File: src/rtl/txg_pkg.sv
package txg_pkg;

   typedef struct packed {
      logic cts_direct;
      logic short_fifo;
      logic rx_lock;
   } txg_mode_t;

endpackage

File: src/rtl/txg_fifo.sv
module txg_fifo #(
   parameter int DATA_W = 8,
   parameter int DEPTH  = 32
) (
   input  logic              clk,
   input  logic              rst_n,
   input  logic              short_mode,
   input  logic              wr_valid,
   input  logic [DATA_W-1:0] wr_data,
   input  logic              rd_en,
   output logic [DATA_W-1:0] rd_data,
   output logic              empty,
   output logic              full,
   output logic              overflow
);
   localparam int AW = $clog2(DEPTH);
   localparam int CW = $clog2(DEPTH + 1);

   generate
      if (DEPTH < 2 || (1 << AW) != DEPTH) begin : g_bad_depth
         $error("txg_fifo: DEPTH must be a power of two, at least 2");
      end
   endgenerate

   logic [DATA_W-1:0] store [DEPTH];
   logic [AW-1:0]     wp, rp;
   logic [CW-1:0]     count;
   logic [CW-1:0]     limit;
   logic              push, pop;

   assign limit   = short_mode ? CW'(1) : CW'(DEPTH);
   assign full    = count >= limit;
   assign empty   = count == '0;
   assign push    = wr_valid && !full;
   assign pop     = rd_en && !empty;
   assign rd_data = store[rp];

   always_ff @(posedge clk) begin
      if (push) store[wp] <= wr_data;
   end

   always_ff @(posedge clk or negedge rst_n) begin
      if (!rst_n) begin
         wp       <= '0;
         rp       <= '0;
         count    <= '0;
         overflow <= 1'b0;
      end else begin
         if (push) wp <= wp + 1'b1;
         if (pop)  rp <= rp + 1'b1;
         if (push && !pop)      count <= count + 1'b1;
         else if (pop && !push) count <= count - 1'b1;
         if (wr_valid && full) overflow <= 1'b1;
      end
   end

   // a write into a full queue leaves the fill level untouched
   assert_full_drop_R2: assert property (@(posedge clk) disable iff (!rst_n)
      (wr_valid && full && !pop) |=> (count == $past(count)));

   // the overflow flag never clears once set
   assert_no_overflow_R2: assert property (@(posedge clk) disable iff (!rst_n)
      overflow |=> overflow);

endmodule

File: src/rtl/txg_start_gate.sv
module txg_start_gate
   import txg_pkg::*;
#(
   parameter int SYNC_STAGES = 2,
   parameter int FRAME_BITS  = 8
) (
   input  logic      clk,
   input  logic      rst_n,
   input  logic      enable,
   input  logic      bit_en,
   input  logic      cts_n,
   input  logic      rx_sync,
   input  txg_mode_t mode,
   output logic      start_ok
);
   localparam int PW = $clog2(FRAME_BITS);

   generate
      if (SYNC_STAGES < 2) begin : g_bad_sync
         $error("txg_start_gate: SYNC_STAGES must be at least 2");
      end
      if (FRAME_BITS < 2 || (1 << PW) != FRAME_BITS) begin : g_bad_frame
         $error("txg_start_gate: FRAME_BITS must be a power of two");
      end
   endgenerate

   // Synchronizer stages followed by one qualification stage
   logic [SYNC_STAGES:0] chain;

   always_ff @(posedge clk or negedge rst_n) begin
      if (!rst_n)      chain[0] <= 1'b0;
      else if (bit_en) chain[0] <= !cts_n;
   end

   for (genvar s = 1; s <= SYNC_STAGES; s++) begin : g_stage
      always_ff @(posedge clk or negedge rst_n) begin
         if (!rst_n)      chain[s] <= 1'b0;
         else if (bit_en) chain[s] <= chain[s-1];
      end
   end

   logic          cts_ok;
   logic          seen;
   logic [PW-1:0] phase;
   logic          rx_ok;

   assign cts_ok = mode.cts_direct ? !cts_n : chain[SYNC_STAGES];

   always_ff @(posedge clk or negedge rst_n) begin
      if (!rst_n) begin
         seen  <= 1'b0;
         phase <= '0;
      end else if (!enable) begin
         seen  <= 1'b0;
         phase <= '0;
      end else if (rx_sync && !seen) begin
         seen  <= 1'b1;
         phase <= '0;
      end else if (seen && bit_en) begin
         phase <= phase + 1'b1;
      end
   end

   assign rx_ok    = !mode.rx_lock || (seen && phase == PW'(FRAME_BITS - 1));
   assign start_ok = cts_ok && rx_ok;

   // in lock mode nothing may start before the receiver has synced
   assert_lock_wait_R8: assert property (@(posedge clk) disable iff (!rst_n)
      (mode.rx_lock && !seen) |-> !start_ok);

endmodule

File: src/rtl/txg_shifter.sv
module txg_shifter #(
   parameter int DATA_W = 8
) (
   input  logic              clk,
   input  logic              rst_n,
   input  logic              enable,
   input  logic              bit_en,
   input  logic              go_ok,
   input  logic [DATA_W-1:0] din,
   output logic              load,
   output logic              txd
);
   localparam int CW = $clog2(DATA_W);

   logic [DATA_W-1:0] sh;
   logic [CW-1:0]     left;
   logic              busy;
   logic              slot_free;

   assign slot_free = !busy || left == '0;
   assign load      = enable && bit_en && slot_free && go_ok;

   always_ff @(posedge clk or negedge rst_n) begin
      if (!rst_n) begin
         sh   <= '0;
         left <= '0;
         busy <= 1'b0;
         txd  <= 1'b1;
      end else if (!enable) begin
         busy <= 1'b0;
         left <= '0;
         txd  <= 1'b1;
      end else if (bit_en) begin
         if (load) begin
            txd  <= din[0];
            sh   <= din >> 1;
            left <= CW'(DATA_W - 1);
            busy <= 1'b1;
         end else if (busy && left != '0) begin
            txd  <= sh[0];
            sh   <= sh >> 1;
            left <= left - 1'b1;
         end else begin
            busy <= 1'b0;
            txd  <= 1'b1;
         end
      end
   end

   // the line only moves on a serial tick
   assert_tick_only_R4: assert property (@(posedge clk) disable iff (!rst_n)
      (!bit_en && enable) |=> $stable(txd));

   // a byte under way is carried to its end while enabled
   assert_byte_complete_R7: assert property (@(posedge clk) disable iff (!rst_n)
      (busy && left != '0 && enable) |=> busy);

   // disabling idles the line on the next clock
   assert_disable_idle_R11: assert property (@(posedge clk) disable iff (!rst_n)
      !enable |=> (txd && !busy));

endmodule

File: src/rtl/txg_serial_tx.sv
module txg_serial_tx
   import txg_pkg::*;
#(
   parameter int DATA_W      = 8,
   parameter int FIFO_DEPTH  = 32,
   parameter int SYNC_STAGES = 2,
   parameter int FRAME_BITS  = 8
) (
   input  logic              clk,
   input  logic              rst_n,
   input  logic              tx_enable,
   input  logic              cfg_cts_direct,
   input  logic              cfg_short_fifo,
   input  logic              cfg_rx_lock,
   input  logic              wr_valid,
   input  logic [DATA_W-1:0] wr_data,
   output logic              fifo_full,
   output logic              overflow,
   input  logic              bit_en,
   input  logic              cts_n,
   input  logic              rx_sync,
   output logic              txd
);
   txg_mode_t         mode_q;
   logic              start_ok;
   logic              empty;
   logic              load;
   logic [DATA_W-1:0] head;

   always_ff @(posedge clk or negedge rst_n) begin
      if (!rst_n) begin
         mode_q <= '0;
      end else if (!tx_enable) begin
         mode_q.cts_direct <= cfg_cts_direct;
         mode_q.short_fifo <= cfg_short_fifo;
         mode_q.rx_lock    <= cfg_rx_lock;
      end
   end

   txg_fifo #(.DATA_W(DATA_W), .DEPTH(FIFO_DEPTH)) u_fifo (
      .clk        (clk),
      .rst_n      (rst_n),
      .short_mode (mode_q.short_fifo),
      .wr_valid   (wr_valid),
      .wr_data    (wr_data),
      .rd_en      (load),
      .rd_data    (head),
      .empty      (empty),
      .full       (fifo_full),
      .overflow   (overflow)
   );

   txg_start_gate #(.SYNC_STAGES(SYNC_STAGES), .FRAME_BITS(FRAME_BITS)) u_gate (
      .clk      (clk),
      .rst_n    (rst_n),
      .enable   (tx_enable),
      .bit_en   (bit_en),
      .cts_n    (cts_n),
      .rx_sync  (rx_sync),
      .mode     (mode_q),
      .start_ok (start_ok)
   );

   txg_shifter #(.DATA_W(DATA_W)) u_shift (
      .clk    (clk),
      .rst_n  (rst_n),
      .enable (tx_enable),
      .bit_en (bit_en),
      .go_ok  (start_ok && !empty),
      .din    (head),
      .load   (load),
      .txd    (txd)
   );

   // captured modes hold while the transmitter runs
   assert_mode_hold_R9: assert property (@(posedge clk) disable iff (!rst_n)
      tx_enable |=> $stable(mode_q));

   // nothing leaves an empty queue
   assert_no_empty_load_R5: assert property (@(posedge clk) disable iff (!rst_n)
      empty |-> !load);

endmodule

File: config.mk
export PLATFORM = sky130hd
export DESIGN_NAME = txg_serial_tx
export DESIGN_NICKNAME = d
export VERILOG_FILES = /design/src/rtl/txg_pkg.sv /design/src/rtl/txg_fifo.sv /design/src/rtl/txg_start_gate.sv /design/src/rtl/txg_shifter.sv /design/src/rtl/txg_serial_tx.sv
export SDC_FILE = /design/constraint.sdc
export NUM_CORES = 1
export LEC_CHECK = 0
export BUFFER_PORTS_ARGS = -buffer_cell sky130_fd_sc_hd__buf_4
export CORE_AREA = 8 8 172 174
export DETAILED_ROUTE_END_ITERATION = 8
export DIE_AREA = 0 0 180 182
export GPL_TIMING_DRIVEN = 0
export PLACE_DENSITY = 0.62
export SLEW_MARGIN = 20
export SYNTH_ARGS = -nofsm -noshare
export SYNTH_HDL_FRONTEND = slang
export SYNTH_SLANG_ARGS = --single-unit
File: constraint.sdc
create_clock -name clk -period 6.9 [get_ports clk]
set_input_delay 1.035 -clock clk [delete_from_list [all_inputs] [get_ports clk]]
set_output_delay 1.035 -clock clk [all_outputs]
set_load 0.01 [all_outputs]
# Word-level counts from Yosys, hierarchy flattened
# Memory sizes are Yosys's and may differ from the RTL's.
# Cells that the tools add are included.
dict set report word_totals {
  register_bits 40
  latch_bits 0
  ramBits 256
  mem_bits_ro 0
  inputBits 18
  wordCells 87
  mem_count 1
}
dict set report op_classes {
  n_addsub 6
  mul 0
  div 0
  order_cmp 1
  eq_ne 6
  n_shift 0
  mux 25
  bitwise 0
  reduce_logical 32
}
# memory depth word_bits read_ports rd_clocked_by_memory_dff write_ports line_no
set mem_list {}
lappend mem_list {u_fifo.store 32 8 1 0 1 txg_fifo.sv:25} ;# logic [DATA_W-1:0] store [DEPTH];
# op n
set ops {}
lappend ops {{3-bit two-way mux} 7}
lappend ops {{6-bit two-way mux} 3}
lappend ops {{8-bit two-way mux} 2}
lappend ops {{1-bit logical AND} 14}
lappend ops {{1-bit two-way mux} 13}
lappend ops {{5-bit by 1-bit adder with 5-bit output, second input constant} 2}
lappend ops {{1-bit zero test} 8}
lappend ops {{6-bit by 1-bit adder with 6-bit output, second input constant} 1}
lappend ops {{6-bit >= comparator} 1}
lappend ops {{6-bit zero test} 1}
lappend ops {{3-bit by 1-bit != test with 1-bit output, second input constant} 2}
lappend ops {{6-bit by 1-bit subtractor with 6-bit output, second input constant} 1}
lappend ops {{2-bit by 1-bit != test with 1-bit output, second input constant} 2}
lappend ops {{2-bit AND reduction} 2}
lappend ops {{2-bit nonzero test} 2}
lappend ops {{3-bit by 1-bit adder with 3-bit output, second input constant} 1}
lappend ops {{3-bit equality test, second input constant} 1}
lappend ops {{3-bit zero test} 1}
lappend ops {{3-bit != test, second input constant} 1}
lappend ops {{3-bit AND reduction} 1}
lappend ops {{3-bit nonzero test} 1}
lappend ops {{3-bit by 1-bit subtractor with 3-bit output, second input constant} 1}
lappend ops {{1-bit logical OR} 2}

# Logic depth before layout (Yosys ltp)
# Gate-level depths: netlist of run 1.
dict set report logic_depth {
  ltp_word 10
  ltp_mapped 15
}

# Modules after synthesis
# From an unflattened synthesis of run 1, not the netlist that was laid out.
dict set report unflattened {
  hier_cells 653
  hier_area_um2 12037.8
}
# module instances cells_each area_per_inst_um2 seq_area_each_um2
set modules_own_cells {}
lappend modules_own_cells {txg_fifo 1 558 10891.7 8112.8}
lappend modules_own_cells {txg_shifter 1 59 681.9 301.5}
lappend modules_own_cells {txg_start_gate 1 29 349.1 175.2}
lappend modules_own_cells {txg_serial_tx 1 7 115.1 75.1}

# Worst setup path after synthesis of run 1
# No wires, ideal clock.
dict set report synth_timing {
  kind {input -> register}
  startpoint {input port cts_n}
  endpoint {register u_fifo.count[5]}
  setup_ps 123
  t_arrival_ps 3467
  required_ps 6777
  slack_ps 3310
  cell_stages 11
  n_path_buf 0
  path_cell_list {a221o_1 nor4_1 clkinv_1 ha_1 inv_1 ha_1 a21o_1 a21oi_1 or4_1 nand3_1 xor2_1}
}
dict set report synth_between {
  elab_chain_len 9
  elab_cells_between_ends 11
  cone_classes {2 x mux; 9 x reduce/logical}
}
# element line_no
set synth_rtl {}
lappend synth_rtl {{from (decl)} txg_serial_tx.sv:20} ;# input logic cts_n,
lappend synth_rtl {{1-bit zero test (*)} txg_start_gate.sv:47} ;# assign cts_ok = mode.cts_direct ? !cts_n : chain[SYNC_STAGES];
lappend synth_rtl {{1-bit two-way mux (*)} txg_start_gate.sv:47}
lappend synth_rtl {{1-bit logical AND (*)} txg_start_gate.sv:65} ;# assign start_ok = cts_ok && rx_ok;
lappend synth_rtl {{1-bit logical AND (*)} txg_serial_tx.sv:69} ;# .go_ok (start_ok && !empty),
lappend synth_rtl {{1-bit logical AND (*)} txg_shifter.sv:21} ;# assign load = enable && bit_en && slot_free && go_ok;
lappend synth_rtl {{1-bit logical AND (*)} txg_fifo.sv:35} ;# assign pop = rd_en && !empty;
lappend synth_rtl {{1-bit zero test} txg_fifo.sv:51} ;# if (push && !pop) count <= count + 1'b1;
lappend synth_rtl {{1-bit logical AND} txg_fifo.sv:51}
lappend synth_rtl {{6-bit two-way mux or 2-bit nonzero test (tied branches)} --}
lappend synth_rtl {{to (signal assigned)} txg_fifo.sv:51}
lappend synth_rtl {{to (signal assigned)} txg_fifo.sv:52} ;# else if (pop && !push) count <= count - 1'b1;
lappend synth_rtl {{to (decl)} txg_fifo.sv:27} ;# logic [CW-1:0] count;
# Every way passes the cells marked *; elsewhere a longest branch is shown, timed or not.
# A chain may end at the register's enable or synchronous reset.

# Final worst setup path of run 1
dict set report layout_timing {
  startpoint {register u_gate.phase[0]}
  endpoint {register u_fifo.count[5]}
}
dict set report layout_between {
  elab_chain_len 10
  elab_cells_between_ends 12
  cone_classes {1 x eq/ne; 1 x mux; 10 x reduce/logical}
}
# element line_no
set layout_rtl {}
lappend layout_rtl {{from (decl)} txg_start_gate.sv:44} ;# logic [PW-1:0] phase;
lappend layout_rtl {{from (signal assigned)} txg_start_gate.sv:60} ;# phase <= phase + 1'b1;
lappend layout_rtl {{3-bit equality test (*)} txg_start_gate.sv:64} ;# assign rx_ok = !mode.rx_lock || (seen && phase == PW'(FRAME_BITS - 1));
lappend layout_rtl {{1-bit logical AND (*)} txg_start_gate.sv:64}
lappend layout_rtl {{1-bit logical OR (*)} txg_start_gate.sv:64}
lappend layout_rtl {{1-bit logical AND (*)} txg_start_gate.sv:65}
lappend layout_rtl {{1-bit logical AND (*)} txg_serial_tx.sv:69}
lappend layout_rtl {{1-bit logical AND (*)} txg_shifter.sv:21}
lappend layout_rtl {{1-bit logical AND (*)} txg_fifo.sv:35}
lappend layout_rtl {{1-bit zero test} txg_fifo.sv:51}
lappend layout_rtl {{1-bit logical AND} txg_fifo.sv:51}
lappend layout_rtl {{6-bit two-way mux or 2-bit nonzero test (tied branches)} --}
# Marked as above.

==> results.yml, run 1 <==
outcome:
  outcome: "complete, no violations"
finish:
  layout.nets: 751
  n_fill_cell: 2128
  drive_above_1_share_pct: 21.0
  design_area_mm2: 0.0135
  area_growth_pct: 13.2
  num_antenna_cells: 0
timing:
  maxSlewHeadroom_pct: 30.0
  slew_violations: 0
  setup_viol: 0
  fin_crit_ns: 4.05
  fmax_ghz: 0.247
  rsz0062_at_grt: "no"
  worst_slew_pin_slew_ns: 1.05
  clock_skew_ns: 0.00865
  finalHoldViolations: 0
  setup_tns_ns: 0
  min_period_over_period_pct: 58.7
clocking:
  clock_sinks: 295
  clock_path_buffers: 3
  numCtsBuffers: 30
  postCtsSetupRepairBufs: 0
  cts_hold_buffers: 0
  path_clk_slew_ns: 0.06
  cts_resized: 0
  clock_latency_ns: 0.55
  cts_tree: "yes"
  root_buffer: "clkbuf_16"
  htreeDepth: 1
global_route:
  track_usage_pct: 15.6
  grt_max_degree: 40
  overflow: 0
  antenna_found_initial: 0
  grt_pass1_wl_mm: 39.2
  grt_pass1_vias: 6501
logic_synthesis:
  ys_types: 49
  synthArstFlopShare_pct: 13.2
  synthCells: 665
  seq_area_frac_synth_pct: 72.6
  synth_edf_count: 256
  ys_warn_count: 0
  avgSynthCellArea_um2: 17.9
  syn-num-nets: 700
  ys.flop_type: "edfxtp_1"
  syn_area_mm2: 0.0119
  ys_ff_latch: 295
setup_path:
  critPathMaxFanout: 8
  worstPathRequired_ns: 7.33
  critPathLaunch: "u_gate.phase[0]"
  max_stage_delay_ns: 0.61
  crit_chain: "ha_1 > ha_1 > nand2_1 > a221o_1 > nor4_1 > clkinv_1 > ha_1 > inv_1 > ha_1 > a21o_1 > a21oi_1 > or4_1 > nand3_1 > xor2_1"
  worstSetupEndpointType: "register"
  crit_type: "reg -> reg"
  critPathSlowestCell: "nor4_1"
  rr_startpoint: "u_gate.phase[0]"
  critical_path.most_common_cell: "ha_1"
  arrival_ns: 4.48
  start_kind: "register"
routing:
  avgViaCountPerCell: 5.76
  ant_nets: 0
  top_layer: "met4"
  vias: 6219
  met1_length_mm: 11.3
  drc: 0
  drt-initial-drc-count: 536
  avgRoutedWirePerCell_um: 23.8
  drtPass1Iterations: 5
  wirelength_mm: 25.6
  route.met2.wl_mm: 12.3
  met3WireLength_mm: 1.47
die:
  die_width_um: 180
  io_pins: 21
  core_area_mm2: 0.0267
  initial_core_util_pct: 44.8
  die-area_mm2: 0.0328
  num_rows: 60
  dieHeight_um: 182
power:
  finalPower_w: 0.00511
  vdd_drop_max_v: 0.000210
  p_per_area_mw_per_mm2: 378
  p_leak_nw: 4.46
hold_path:
  hold_path_class: "in -> async"
placement:
  port_buffers: 19
  hpwl_mm: 16.9
  gp_congestion: 0.812
  placed_area_mm2: 0.0125
run:
  cap_violations: 0
path summary, 6_finish.rpt:
path                                   end  depth (start not counted)  slack (ns)
min in group clk           u_fifo.overflow                          1        0.46
setup / recovery           u_fifo.count[5]                         14        2.85
setup reg to reg           u_fifo.count[5]                         14        2.85
hold reg to reg            u_fifo.overflow                          1        0.46
hold / removal             u_fifo.count[1]                          1        0.46
max in group asynchronous      u_shift.txd                          1        6.07
layout by cell type, fill, tap and decap left out, types with 3 or more instances in the layout:
cell	netlist	routed
mux2_2	31	31
o211ai_1	18	18
o21ai_0	7	7
clkbuf_1	23	26
bufinv_16	0	5
dfrtp_1	38	38
ha_1	16	16
nand2_1	36	36
a221oi_1	6	6
o211a_1	3	3
a22oi_1	15	15
clkbuf_16	0	30
nor2_1	38	38
inv_1	19	19
edfxtp_1	256	256
nand3_1	10	10
buf_4	0	19
a21oi_1	4	4
mux2i_1	7	7
xnor2_1	11	11
a22o_1	5	5
clkinv_2	0	8
mux4_2	51	51
nand3b_1	3	3
buf_1	9	9
clkinv_1	1	6
nor4_1	3	3
nand4_1	13	13
and2_1	3	3
nor2b_1	7	7
synth_stat cells (3+ instances only):
library cell  count  area share (%)
edfxtp_1        256              64
mux4_2           51             9.6
dfrtp_1          38             8.0
nor2_1           38             1.2
nand2_1          36             1.1
mux2_2           31             2.9
clkbuf_1         23            0.72
inv_1            19            0.60
o211ai_1         18             1.1
ha_1             16             1.7
a22oi_1          15            0.94
nand4_1          13            0.68
xnor2_1          11            0.81
nand3_1          10            0.42
buf_1             9            0.28
mux2i_1           7            0.59
nor2b_1           7            0.37
o21ai_0           7            0.29
a221oi_1          6            0.44
a22o_1            5            0.37
a21oi_1           4            0.17
and2_1            3            0.16
nand3b_1          3            0.19
nor4_1            3            0.16
o211a_1           3            0.25
report_power, final:
group	total, W	switching (W)	internal [W]
Clock	0.00164	0.000662	0.000981
Combinational	0.00134	0.000775	0.000565
Sequential	0.00212	0.0000670	0.00206
Total	0.00511	0.00150	0.00360
layout make-up:
type | count | area [µm²] | area share [%]
buffer | 34 | 130 | 0.964
clock buffer | 33 | 762 | 5.64
clock inverter | 21 | 241 | 1.79
inverter | 20 | 75.1 | 0.556
multi-input combinational | 316 | 3060 | 22.7
sequential | 295 | 8660 | 64.2
tap | 341 | 427 | 3.16
timing repair buffer | 19 | 143 | 1.06
through the flow:
stage	util (%)	instances	hold WS [ns]	setup WS [ns]
floorplan	-	665	0.469	3.31
global placement	46.9	1025	0.442	2.56
detailed placement	46.9	1025	0.446	2.46
CTS	50.7	1079	0.460	2.82
global route	50.7	1079	0.484	2.49
finish	50.7	1079	0.455	2.85
state kept, by name (all words and copies together) (netlist names):
register / flops
u_fifo.overflow: 1
u_fifo.store: 256
u_gate.chain: 3
u_gate.seen: 1
u_fifo.rp: 5
u_fifo.wp: 5
u_shift.busy: 1
u_shift.sh: 7
u_shift.left: 3
u_shift.txd: 1
mode_q: 3
u_fifo.count: 6
u_gate.phase: 3
metal layers:
layer | track usage, % | vias to the layer above
met5 | 0 | -
met1 | 21.1 | 3240
met2 | 26.0 | 188
li1 | - | 2746
met4 | 3.53 | 0
met3 | 2.65 | 45
worst max-delay path: cells and delay by family, from the launching register on:
kind	cells	cell delay [ns]
flops	1	0.36
xor+xnor	1	0.15
buf+inv	2	0.67
fa+ha+maj	4	1.01
simple gates	4	0.94
compound gates	3	0.80
kinds of logic after synthesis:
logic type	synth area share [%]
AO/OA/AOI/OAI	4.66
XOR/XNOR	0.954
buffers and inverters	1.72
flip-flops	72.6
adder cells (fa/ha/maj)	1.85
multiplexers	13.1
AND/OR/NAND/NOR	5.05
(Power assumes the default switching activity.)
==> run 2, diff against run 1 <==
Settings changed: PLACE_DENSITY 0.62 to 0.64.
Clock period 6.9 ns to 3.27 ns, I/O delays scaled along.
==> run 2 against run 1 <==
  * Final area grew 1.5%
  * Clock-buffer cell count grew 6
  * Routed wire length grew 0.73%
  * First-iteration DRC count grew 12%
  * Register-to-register slack lost 2.8 ns
  * Power grew 120%
  * Sequential share of layout area shrank 0.95 points
  * Clock skew grew 0.0033 ns
  * Flip-flop and latch count is the same
  * Critical path depth shrank 8
  * Global-route usage grew 0.26 points
  * Critical path type unchanged
  * Largest power group unchanged
  * Highest routed layer unchanged
==> results.yml, run 2 (same netlist as run 1, synthesis figures left out) <==
timing:
  setup_viol: 0
  fmax_ghz: 0.307
  maxSlewHeadroom_pct: 30.3
  finalHoldViolations: 0
  rsz0062_at_grt: "yes"
  min_period_over_period_pct: 99.6
  fin_crit_ns: 3.26
  worst_slew_pin_slew_ns: 1.05
  clock_skew_ns: 0.0120
  hold_slack_ns: 0.130
  slew_violations: 0
setup_path:
  arrival_ns: 3.43
  rr_startpoint: "u_fifo.count[3]"
  critPathBufInv: 1
  rr_worst_depth: 6
  cp_top_family: "simple AND/OR/NAND/NOR gates"
  critPathSlowestCell: "nor2_1"
  worstSetupEndpointType: "register"
  critPathMaxFanout: 8
  crit_chain: "or4_4 > or3b_4 > a211oi_4 > buf_4 > nand2_1 > nor2_1"
  crit_type: "reg -> reg"
  max_stage_delay_ns: 0.72
  ff2ff_setup_slack_ns: 0.01
  start_kind: "register"
  r2r-end: "u_fifo.store[28][7]"
  worstPathRequired_ns: 3.45
power:
  vdd_drop_max_v: 0.000480
  finalPower_w: 0.0110
  p_leak_nw: 4.51
  p_per_area_mw_per_mm2: 801
global_route:
  grt_pass1_wl_mm: 39.9
  grt_pass1_vias: 6683
  grt_max_degree: 40
  overflow: 0
  antenna_found_initial: 0
  track_usage_pct: 15.8
clocking:
  clock_latency_ns: 0.55
  htreeDepth: 1
  cts_tree: "yes"
  clock_path_buffers: 3
  path_clk_slew_ns: 0.06
  numCtsBuffers: 31
  root_buffer: "clkbuf_16"
  clock_sinks: 295
placement:
  gp_congestion: 0.834
  hpwl_mm: 16.9
  placed_cells: 1025
  port_buffers: 19
  placed_area_mm2: 0.0125
routing:
  avgRoutedWirePerCell_um: 23.8
  ant_nets: 0
  avgViaCountPerCell: 5.78
  vias: 6279
  drtPass1Iterations: 6
  wirelength_mm: 25.8
  drc: 0
  drt-initial-drc-count: 599
hold_path:
  hold_path_class: "in -> reg"
  hold_depth: 2
  min_from: "cts_n"
  whs_endpoint: "u_gate.chain[0]"
die:
  io_pins: 21
  die_width_um: 180
  dieHeight_um: 182
  num_rows: 60
  initial_core_util_pct: 44.8
  core_area_mm2: 0.0267
  die-area_mm2: 0.0328
finish:
  fin_util_pct: 51.4
  largest_register: "u_fifo.store"
  num_antenna_cells: 0
  area_growth_pct: 14.9
  design_area_mm2: 0.0137
  drive_above_1_share_pct: 26.0
  reg_top3: "u_fifo.store (256), u_shift.sh (7), u_fifo.count (6)"
  largest_reg_flops: 256
  stdcell_count: 1087
  layout_commonest_cell: "edfxtp_1"
  mostFrequentLayoutCells: "edfxtp_1, mux4_2, dfrtp_1, nand2_1"
  layout.nets: 756
run:
  cap_violations: 0
outcome:
  outcome: "complete, no violations"
==> run 2: cell count changes in the layout (fill, tap and decap cells not counted), sizes merged <==
cell / previous run / this run
clkinv: 16 / 9
clkbuf: 56 / 62
clkinvlp: 1 / 5
buf: 30 / 33
inv: 19 / 21
bufinv: 5 / 4
dlygate4sd3: 0 / 1
==> run 2: area by class of cell <==
cell class	instances	area (µm²)
Fill cell	2139	12900
Sequential cell	295	8660
Multi-Input combinational cell	316	3170
Clock buffer	39	846
Tap cell	341	427
Clock inverter	19	215
Timing Repair Buffer	23	175
Buffer	34	133
Inverter	20	76.3
==> run 2: what timing repair did <==
item	4_1_cts	5_1_grt
hold buffers	1	0
gates resized for setup	14	20
endpoints found under the hold margin	38	0
buffers inserted	3	0
setup endpoints to repair	245	216
pin swaps	1	4
==> run 2: worst register-to-register path: cells and delay by family, from the launching register on <==
family	cells	cell delay (ns)
and+or+nand+nor	4	2.01
AOI/OAI and AO/OA	1	0.27
DFF	1	0.40
buffers and inverters	1	0.21
==> run 2: how the worst max path moves through the flow <==
stage / start / endpoint / slack [ns] / cells past startpoint
floorplan: u_fifo.count[2] / u_fifo.count[5] / 0.009 / 11
global placement: u_gate.phase[0] / u_fifo.count[5] / -0.52 / 13
detailed placement: u_gate.phase[0] / u_fifo.count[5] / -0.63 / 14
CTS: u_fifo.count[2] / u_fifo.count[5] / -0.07 / 11
global route: u_fifo.count[3] / u_fifo.store[28][5] / -0.08 / 6
finish: u_fifo.count[3] / u_fifo.store[28][7] / 0.01 / 6
==> run 2: report_power, final <==
group	switching [W]	internal, W	leakage [nW]
Sequential	0.000150	0.00434	2.78
Combinational	0.00168	0.00124	1.22
Clock	0.00143	0.00215	0.510
Total	0.00326	0.00772	4.51
==> run 2: metal layers <==
layer,global-route usage [%],share of wire [%],routed length [µm]
met5,0,0,0
met3,3.57,7.0,1810
met1,20.6,42,10900
met2,26.2,48,12500
met4,4.63,2.5,640
==> run 2: through the flow <==
| stage | worst slack, ns | TNS, ns |
|---|---|---|
| finish | 0.0136 | 0 |
| global route | -0.0774 | -5.66 |
| CTS | -0.0691 | -0.0691 |
| detailed placement | -0.633 | -34.63 |
| global placement | -0.524 | -24.16 |
| floorplan | 0.00913 | 0 |
==> run 3, diff against run 2 <==
--- a/config.mk
+++ b/config.mk
@@ -7,7 +7,7 @@
 export LEC_CHECK = 0
 export BUFFER_PORTS_ARGS = -buffer_cell sky130_fd_sc_hd__buf_4
-export CORE_AREA = 8 8 172 174
+export CORE_AREA = 8 8 204 148
 export DETAILED_ROUTE_END_ITERATION = 8
-export DIE_AREA = 0 0 180 182
+export DIE_AREA = 0 0 212 156
 export GPL_TIMING_DRIVEN = 0
 export PLACE_DENSITY = 0.64
==> constraint.sdc (replaced) <==
create_clock -name clk -period 3.27 [get_ports clk]
set_input_delay 0.4905 -clock clk [delete_from_list [all_inputs] [get_ports clk]]
set_output_delay 0.4905 -clock clk [all_outputs]
set_load 0.1 [all_outputs]
==> run 3 against run 2 <==
  * Worst hold slack better by 0.011 ns
  * Final cell count up 2.1%
  * Largest power group unchanged
  * Register-to-register slack barely moved
  * Combinational power up 4%
  * Clock power is 20% lower
  * Critical endpoint is now u_fifo.count[5]
  * Largest cell class unchanged
  * Global-route usage rose by 0.35 points
  * Maximum frequency grew 0.14%
  * Sequential power about the same
==> results.yml, run 3 (same netlist as run 1, synthesis figures left out) <==
outcome:
  outcome: "complete, no violations"
setup_path:
  crit_chain: "or4_4 > or3b_4 > a211oi_4 > buf_4 > ha_4 > inv_2 > ha_1 > a21o_1 > a21oi_2 > or4_1 > nand3_1 > xor2_1"
  cp_top_family: "simple AND/OR/NAND/NOR gates"
  arrival_ns: 3.70
  start_kind: "register"
  worstPathRequired_ns: 3.72
  critPathMaxFanout: 6
  max_stage_delay_ns: 0.54
  critPathLaunch: "u_fifo.count[2]"
  rr_startpoint: "u_fifo.count[2]"
  ff2ff_setup_slack_ns: 0.02
  critPathBufInv: 2
  crit_type: "reg -> reg"
  worstSetupEndpointType: "register"
  critPathSlowestCell: "or4_4"
power:
  p_leak_nw: 4.39
  p_per_area_mw_per_mm2: 770
  vdd_drop_max_v: 0.000537
  finalPower_w: 0.0104
timing:
  clock_skew_ns: 0.00804
  fin_crit_ns: 3.25
  min_period_over_period_pct: 99.4
  setup_viol: 0
  rsz0062_at_grt: "yes"
  maxSlewHeadroom_pct: 30.8
  slew_violations: 0
  worst_slew_pin_slew_ns: 1.04
  fmax_ghz: 0.308
  finalHoldViolations: 0
  fin_ws_ns: 0.0183
clocking:
  htreeDepth: 1
  root_buffer: "clkbuf_16"
  clock_sinks: 295
  numCtsBuffers: 27
  path_clk_slew_ns: 0.06
  cts_tree: "yes"
  clock_path_buffers: 3
  clock_latency_ns: 0.53
placement:
  gp_congestion: 0.862
  pre_cts_ws_ns: -0.780
  hpwl_mm: 17.5
  port_buffers: 19
die:
  die-area_mm2: 0.0331
  io_pins: 21
  num_rows: 51
  dieHeight_um: 156
  core_area_mm2: 0.0271
  die_width_um: 212
  initial_core_util_pct: 44.0
routing:
  drt-initial-drc-count: 600
  drc: 0
  wirelength_mm: 26.8
  vias: 6352
  avgRoutedWirePerCell_um: 24.1
  drtPass1Iterations: 5
  avgViaCountPerCell: 5.72
  ant_nets: 0
global_route:
  grt_pass1_wl_mm: 40.3
  track_usage_pct: 16.2
  grt_pass1_vias: 6594
  grt_max_degree: 40
  antenna_found_initial: 0
  overflow: 0
hold_path:
  hold_path_class: "in -> reg"
  min_from: "cts_n"
finish:
  largest_register: "u_fifo.store"
  mostFrequentLayoutCells: "edfxtp_1, mux4_2, dfrtp_1, nand2_1, clkbuf_1"
  drive_above_1_share_pct: 25.3
  n_fill_cell: 2254
  reg_top3: "u_fifo.store (256), u_shift.sh (7), u_fifo.count (6)"
  num_antenna_cells: 0
  largest_reg_flops: 256
  layout.nets: 754
  area_growth_pct: 13.0
  layout_commonest_cell: "edfxtp_1"
run:
  cap_violations: 0
## run 3: worst register-to-register path, stage by stage, from the launching register on
cell      delay (ns)
dfrtp_1         0.39
or4_4           0.54
or3b_4          0.41
a211oi_4        0.22
buf_4           0.16
ha_4            0.16
inv_2           0.08
ha_1            0.27
a21o_1          0.13
a21oi_2         0.08
or4_1           0.47
nand3_1         0.10
xor2_1          0.15
## run 3: path summary, 6_finish.rpt
kind,endpoint,cells after the start
max,u_fifo.count[5],12
min,u_gate.chain[0],2
max reg2reg,u_fifo.count[5],12
min reg2reg,u_fifo.overflow,1
max in group asynchronous,u_shift.txd,2
min in group asynchronous,u_gate.chain[2],2
## run 3: timing repair
| action | in CTS | in global routing |
|---|---|---|
| setup buffers | 4 | 2 |
| pin swaps | 1 | 2 |
| endpoints found under the setup margin | 263 | 158 |
| hold endpoints to repair | 38 | 0 |
| resized for setup | 13 | 29 |
| hold buffers | 1 | 0 |
## run 3: where the power goes
group	total [W]	leakage, nW	switching, W	internal, W
Combinational	0.00304	1.23	0.00180	0.00124
Sequential	0.00448	2.78	0.000144	0.00434
Clock	0.00286	0.374	0.00131	0.00155
Total	0.0104	4.39	0.00326	0.00713
## run 3: area by class of cell
type	count	area [µm²]	share of cell area [%]
multi-input cells	316	3170	23.5
flip-flops and latches	295	8660	64.3
repair buffers	26	198	1.47
clock inverters	9	45.0	0.334
plain buffers	33	131	0.974
inverters	20	76.3	0.566
clock buffers	40	734	5.45
well taps	371	464	3.44
## run 3: per-layer routing
layer	GRT usage, %	part of all wire, %	vias up
met5	0	0	-
met4	4.03	2.4	0
met3	3.89	8.0	52
met2	24.7	45	248
met1	23.1	44	3296
li1	-	-	2756
## run 3: stage by stage
| step | utilization (%) | cells | hold slack, ns | cell area (µm²) | TNS (ns) |
|---|---|---|---|---|---|
| 3_5_place_dp | 46.2 | 1055 | 0.453 | 12500 | -44.94 |
| 3_3_place_gp | 46.2 | 1055 | 0.440 | 12500 | -30.55 |
| 2_1_floorplan | - | 665 | 0.195 | 11900 | 0 |
| 4_1_cts | 49.4 | 1108 | 0.132 | 13400 | -0.0323 |
| 6_report | 49.7 | 1110 | 0.141 | 13500 | 0 |
| 5_1_grt | 49.7 | 1110 | 0.151 | 13500 | -0.270 |
